===== src/rtl/byte_io_pkg.sv =====
package byte_io_pkg;
    localparam int CODE_W = 3;
    localparam int NUM_ST = 1 << CODE_W;

    typedef enum logic [CODE_W-1:0] {
        ST_NONE      = 3'd0,
        ST_CTL_OUT   = 3'd1,
        ST_DAT_OUT   = 3'd2,
        ST_SER_SPACE = 3'd3,
        ST_CONC_ACK  = 3'd4,
        ST_INT_ACK   = 3'd5,
        ST_DAT_IN    = 3'd6,
        ST_SPARE     = 3'd7
    } bus_state_t;
endpackage


===== src/rtl/byte_io_decode.sv =====
module byte_io_decode
    import byte_io_pkg::*;
(
    input  logic [CODE_W-1:0] ctl_n,
    output bus_state_t        cmd
);
    always_comb begin
        cmd = bus_state_t'(~ctl_n);
    end
endmodule


===== src/rtl/byte_io_fsm.sv =====
module byte_io_fsm
    import byte_io_pkg::*;
(
    input  logic              clk,
    input  logic              rst_n,
    input  bus_state_t        cmd,
    output bus_state_t        state_q,
    output logic [NUM_ST-1:0] strobe_q
);
    bus_state_t        state_d;
    logic [NUM_ST-1:0] strobe_d;

    // state register
    always_ff @(posedge clk or negedge rst_n) begin
        if (!rst_n) begin
            state_q  <= ST_NONE;
            strobe_q <= '0;
        end else begin
            state_q  <= state_d;
            strobe_q <= strobe_d;
        end
    end

    // next state and entry strobe
    always_comb begin
        state_d  = cmd;
        strobe_d = '0;
        unique case (cmd)
            ST_NONE: strobe_d = '0;
            ST_CTL_OUT, ST_DAT_OUT, ST_SER_SPACE, ST_CONC_ACK,
            ST_INT_ACK, ST_DAT_IN, ST_SPARE: begin
                if (cmd != state_q)
                    strobe_d = NUM_ST'(1) << cmd;
            end
            default: strobe_d = '0;
        endcase
    end
endmodule


===== src/rtl/byte_io_regs.sv =====
module byte_io_regs
    import byte_io_pkg::*;
#(
    parameter int DW = 8
) (
    input  logic          clk,
    input  logic          rst_n,
    input  bus_state_t    cmd,
    input  logic [DW-1:0] wr_n,
    input  logic          rep_we,
    input  logic [DW-1:0] rep_data,
    output logic [DW-1:0] ctl_q,
    output logic [DW-1:0] dat_q,
    output logic [DW-1:0] rep_q,
    output logic [DW-1:0] pull,
    output logic [DW-1:0] lvl
);
    logic [DW-1:0] wr_val;
    logic          drive;

    assign wr_val = ~wr_n;
    assign drive  = (cmd == ST_DAT_IN);

    always_ff @(posedge clk or negedge rst_n) begin
        if (!rst_n) begin
            ctl_q <= '0;
            dat_q <= '0;
            rep_q <= '0;
        end else begin
            if (cmd == ST_CTL_OUT) ctl_q <= wr_val;
            if (cmd == ST_DAT_OUT) dat_q <= wr_val;
            if (rep_we)            rep_q <= rep_data;
        end
    end

    for (genvar i = 0; i < DW; i++) begin : g_line
        assign pull[i] = drive & rep_q[i];
        assign lvl[i]  = 1'b0;
    end
endmodule


===== src/rtl/byte_io_port.sv =====
module byte_io_port
    import byte_io_pkg::*;
#(
    parameter int DW = 8
) (
    input  logic              clk,
    input  logic              bus_rst_n,
    input  logic [CODE_W-1:0] ctl_n,
    input  logic [DW-1:0]     wr_n,
    output logic [DW-1:0]     rd_pull,
    output logic [DW-1:0]     rd_lvl,
    input  logic              rep_we,
    input  logic [DW-1:0]     rep_data,
    output logic [DW-1:0]     rep_byte,
    output logic [DW-1:0]     ctl_byte,
    output logic [DW-1:0]     dat_byte,
    output logic [CODE_W-1:0] bus_state,
    output logic [NUM_ST-1:0] op_strobe
);
    bus_state_t cmd;
    bus_state_t st_q;

    byte_io_decode u_dec (
        .ctl_n (ctl_n),
        .cmd   (cmd)
    );

    byte_io_fsm u_fsm (
        .clk      (clk),
        .rst_n    (bus_rst_n),
        .cmd      (cmd),
        .state_q  (st_q),
        .strobe_q (op_strobe)
    );

    byte_io_regs #(.DW(DW)) u_regs (
        .clk      (clk),
        .rst_n    (bus_rst_n),
        .cmd      (cmd),
        .wr_n     (wr_n),
        .rep_we   (rep_we),
        .rep_data (rep_data),
        .ctl_q    (ctl_byte),
        .dat_q    (dat_byte),
        .rep_q    (rep_byte),
        .pull     (rd_pull),
        .lvl      (rd_lvl)
    );

    assign bus_state = st_q;
endmodule


===== config.mk =====
export PLATFORM = sky130hd
export DESIGN_NAME = byte_io_port
export DESIGN_NICKNAME = d
export VERILOG_FILES = /design/src/rtl/byte_io_pkg.sv /design/src/rtl/byte_io_decode.sv /design/src/rtl/byte_io_fsm.sv /design/src/rtl/byte_io_regs.sv /design/src/rtl/byte_io_port.sv
export SDC_FILE = /design/constraint.sdc
export NUM_CORES = 1
export LEC_CHECK = 0
export BUFFER_PORTS_ARGS = -buffer_cell sky130_fd_sc_hd__buf_4
export CORE_MARGIN = 2
export CORE_UTILIZATION = 35
export CTS_BUF_LIST = sky130_fd_sc_hd__clkbuf_16
export DETAILED_ROUTE_END_ITERATION = 6
export GPL_TIMING_DRIVEN = 0
export SLEW_MARGIN = 20
export SYNTH_ARGS = -nofsm -noshare
export SYNTH_HDL_FRONTEND = slang
export SYNTH_SLANG_ARGS = --single-unit

===== constraint.sdc =====
create_clock -name clk -period 1.5 [get_ports clk]
set_clock_uncertainty 0.1 [all_clocks]
set_input_delay 0.15 -clock clk [delete_from_list [all_inputs] [get_ports clk]]
set_output_delay 0.15 -clock clk [all_outputs]
set_load 0.05 [all_outputs]

Yosys cells after proc, flatten, opt, wreduce, memory -nomap -nowiden:

Cells that the tools add are included.

* output and inout bits: 51
* flip-flop bits (word level): 35
* memory bits (read-only): 0
* memories: 0
* latch bits: 0
* input port bits: 22
* RAM bits: 0

* add/sub/neg operators: 0
* div/mod/pow operators: 0
* multipliers: 0
* shifts and indexed selects: 1
* reductions and logical operators: 2
* bitwise gates (word level): 10
* mux-type cells: 2
* eq/ne operators: 8
* $lt $le $gt $ge: 0

Operators with widths (count)
* one-hot mux 8 bit (2 select lines): 1
* == test 3 bit (second input constant): 4
* bitwise AND 1 bit: 8
* two-way mux 8 bit: 1
* NOT 8 bit: 1
* left shift 1 x 3 -> 8 bit (first input constant): 1
* OR reduction 7 bit: 1
* == test 3 x 2 -> 1 bit (second input constant): 2
* == test 3 x 1 -> 1 bit (second input constant): 1
* logical NOT 3 bit: 1
* != test 3 bit: 1
* NOT 3 bit: 1

Logic depth before layout (Yosys ltp):

* word-level depth: 4
* depth in mapped cells: 3
* mapped depth without buffers: 2

Hierarchy:

From an unflattened synthesis, not the netlist that was laid out.

* cell total of the unflattened synthesis: 118
* area total of the unflattened synthesis: 1491.4 sq um

By module, submodules not included
* byte_io_regs: seq. area each 600.6 sq um, cells an instance 87, times used 1, area each 1079.8 sq um
* byte_io_fsm: seq. area each 275.3 sq um, cells an instance 28, times used 1, area each 400.4 sq um
* byte_io_decode: seq. area each 0.0 sq um, cells an instance 3, times used 1, area each 11.3 sq um

Worst setup path after synthesis:

Ideal clock, no wire load.

* kind: register -> register
* start point: register u_fsm.state_q[2]
* end point: register u_fsm.strobe_q[4]
* slack: 0.118 ns
* clock period less this slack: 1.382 ns
* data required time: 1.278 ns
* buffers on the path: 0
* arrival: 1.160 ns
* stages on the path, launching flop included: 3
* path through: dfrtp_1 > nor2b_1 > a2111oi_1

* cells in the longest elaborated chain, start to end: 3

RTL lines
* from (decl): line byte_io_fsm.sv:7 `output bus_state_t state_q,`
* from (signal assigned): line byte_io_fsm.sv:19 `state_q <= state_d;`
* != test 3 bit: line byte_io_fsm.sv:32 `if (cmd != state_q)`
* two-way mux 8 bit: line byte_io_fsm.sv:32
* one-hot mux 8 bit (2 select lines): line byte_io_fsm.sv:28 `unique case (cmd)`
* via u_fsm.strobe_d[4]: line byte_io_fsm.sv:11 `logic [NUM_ST-1:0] strobe_d;`
* to (signal assigned): line byte_io_fsm.sv:20 `strobe_q <= strobe_d;`
* to (decl): line byte_io_fsm.sv:8 `output logic [NUM_ST-1:0] strobe_q`

The timed path passes the listed nets, and every way through them passes these cells.
A chain may end at the register's enable or synchronous reset.

Final worst setup path:

* start point: input ctl_n[2]
* end point: output rd_pull[4]

* cells in the longest elaborated chain, start to end: 3

RTL lines
* from (decl): line byte_io_port.sv:8 `input logic [CODE_W-1:0] ctl_n,`
* NOT 3 bit: line byte_io_decode.sv:8 `cmd = bus_state_t'(~ctl_n);`
* == test 3 bit: line byte_io_regs.sv:22 `assign drive = (cmd == ST_DAT_IN);`
* bitwise AND 1 bit: line byte_io_regs.sv:37 `assign pull[i] = drive & rep_q[i];`
* to (decl): line byte_io_port.sv:10 `output logic [DW-1:0] rd_pull,`

Every way passes these cells.

==> reports/results.ini <==
[pwr]
power_density_nw_per_um2=1320
p_leak_nw=1.30
ir_worst_vdd_v=0.000627
p_total_w=0.00302

[timing]
finalMaxSlewViolations=0
final_hold_viol_count=0
setup_tns_ps=0
setup_viol=0
rsz0062_at_grt=false
final.min_clock_period_ps=1340
fmax_mhz=748
fin_crit_sh_pct=89.1
setup_slack_ps=163

[synthesis]
synth_fa_ha_area_share_pct=0
syn_area_per_cell_um2=12.7
ys_seq_area_share_pct=60.3
syn-cell-area_um2=1450
ys_warn_count=0
synth_top_family_by_area=multiplexers
synth.top_cell.area_share_pct=60.3
synth_xor_area_share_pct=0
synth_cells=114
synth_seq_cells=35
yosys.area.top_type=dfrtp_1
yosysUniqueCellTypes=21
yosys-top-cells-area=dfrtp_1 (60%), mux2i_1 (11%), mux2_2 (6.2%)
yosys.area_share.simple_pct=6.29
synth_compound_area_share_pct=4.22
synthMuxAreaShare_pct=17.2

[clock_tree]
cts-root-buf=clkbuf_16
cts_tree=done
numCtsBuffers=5
clock_sinks=35
post-cts-setup-buffers=0
clk_pin_slew_worst_paths_ps=50
htreeDepth=2
insertion_delay_ps=270
cts_hold_buf=13
clk_path_buf_depth=2
post_cts_resized=0

[floorplanning]
die_w_um=68.4
die_area_um2=4680
dieHeight_um=68.4
core_um2=4000
start_util_pct=36.3
io_pins=73
num_rows=23

[layout]
antenna_cells=0
nets=227
drive_above_1_share_pct=43.2
nFillCells=344
layout_commonest_cell=buf_4
utilization_pct=57.1
area_growth_pct=57.3
final_area_um2=2280
mostFrequentLayoutCells=buf_4 (71), dfrtp_1 (35), inv_1 (22)

[placed_design]
portBuffers=63
dp_slack_ps=138
dp_hpwl_um=2250
gp_congestion=0.799
placed_area_um2=2020

[detailed_routing]
drc=0
detail_route.vias_per_cell=4.33
drt_iter0_drc=19
routed-via-count=1109
drtPass1Iterations=4
wl_um=3090
wl_per_cell_um=12.1
ant_nets=0

[setup_path]
cp.required_ps=1250
crit_path_max_fanout=9
critPathMaxStageDelay_ps=410
slowest_stage=nor3b_2
end_kind=output port
start_kind=primary input
arrival_ps=1090
crit_path_cell_trace=buf_4 > nor3b_2 > and2_1 > buf_4
crit_path_frequent_cell=buf_4
worstSetupPathType=in -> out
cp_top_family=simple AND/OR/NAND/NOR gates
cp_num_buf_inv=2

[global_route]
overflow=0
grt_pass1_wl_um=5010
antenna_found_initial=0
grt_pass1_vias=1165
grt_max_degree=36
grt_usage_pct=14.9

[min_path]
hp-class=in -> reg

[outcome]
status=finished, final reports clean

[run]
cap_violations=0

[metal layers]
metal	vias up	global-route usage [%]	wire, µm
met1	520	16.0	1240
li1	527	-	-
met2	58	25.8	1500
met4	0	6.75	34
met5	-	0	0
met3	4	5.59	320
[flip-flops by register name, summed over array words and instances (netlist names)]
signal	count
u_fsm.state_q	3
u_fsm.strobe_q	8
u_regs.ctl_q	8
u_regs.dat_q	8
u_regs.rep_q	8
[worst register-to-register path, delay by kind of cell (launching register included)]
| kind | cells | cell delay [ps] |
|---|---|---|
| AOI/OAI and AO/OA | 1 | 430 |
| DFF | 1 | 410 |
| and+or+nand+nor | 1 | 160 |
[power by group]
part	leakage, nW	switching (W)	internal, W
registers	0.418	0.0000672	0.00106
logic	0.812	0.000652	0.000308
clock network	0.0701	0.000338	0.000596
[cell usage after synthesis (all sizes together)]
| cell type | n |
|---|---|
| o211a | 1 |
| a21boi | 1 |
| conb | 1 |
| buf | 11 |
| o2111a | 1 |
| nor3b | 1 |
| a2111oi | 1 |
| nor2 | 1 |
| nor2b | 1 |
| dfrtp | 35 |
| nand3b | 2 |
| o311a | 1 |
| mux2 | 8 |
| and2 | 8 |
| mux2i | 16 |
| nand2 | 1 |
| a31oi | 2 |
| inv | 22 |
[per-stage QoR]
stage,hold WS (ps),std cells
CTS,3.41,256
finish,8.31,256
global route,4.05,256
detailed placement,29.5,235
global placement,20.3,235
floorplan,-246,122
[cell type report]
cell class	count	area, µm²	area share (%)
Inverter	22	82.6	3.61
Timing Repair Buffer	76	603	26.4
Multi-Input combinational cell	54	437	19.1
Clock inverter	3	11.3	0.493
Sequential cell	35	876	38.3
Clock buffer	5	125	5.48
Buffer	11	87.6	3.83
Tap cell	50	62.6	2.74
[cell families after synthesis]
logic type	after synthesis
flops	35
compound gates	7
buf+inv	33
other cells	1
mux	24
simple gates	14
[path summary, 6_finish.rpt]
path,from,endpoint,slack [ps],cells after the start
worst max-delay path,ctl_n[2],rd_pull[4],160,4
worst min-delay path,rep_data[7],u_regs.rep_q[7]$_DFFE_PN0P_,8,2
worst max register to register,u_fsm.state_q[2]$_DFF_PN0_,u_fsm.strobe_q[4]$_DFF_PN0_,270,2
worst min register to register,u_regs.dat_q[7]$_DFFE_PN0P_,u_regs.dat_q[7]$_DFFE_PN0P_,420,2
max in group asynchronous,bus_rst_n,u_fsm.strobe_q[4]$_DFF_PN0_,720,2
min in group asynchronous,bus_rst_n,u_regs.ctl_q[4]$_DFFE_PN0N_,280,2
Power figures use the tool's default switching activity.
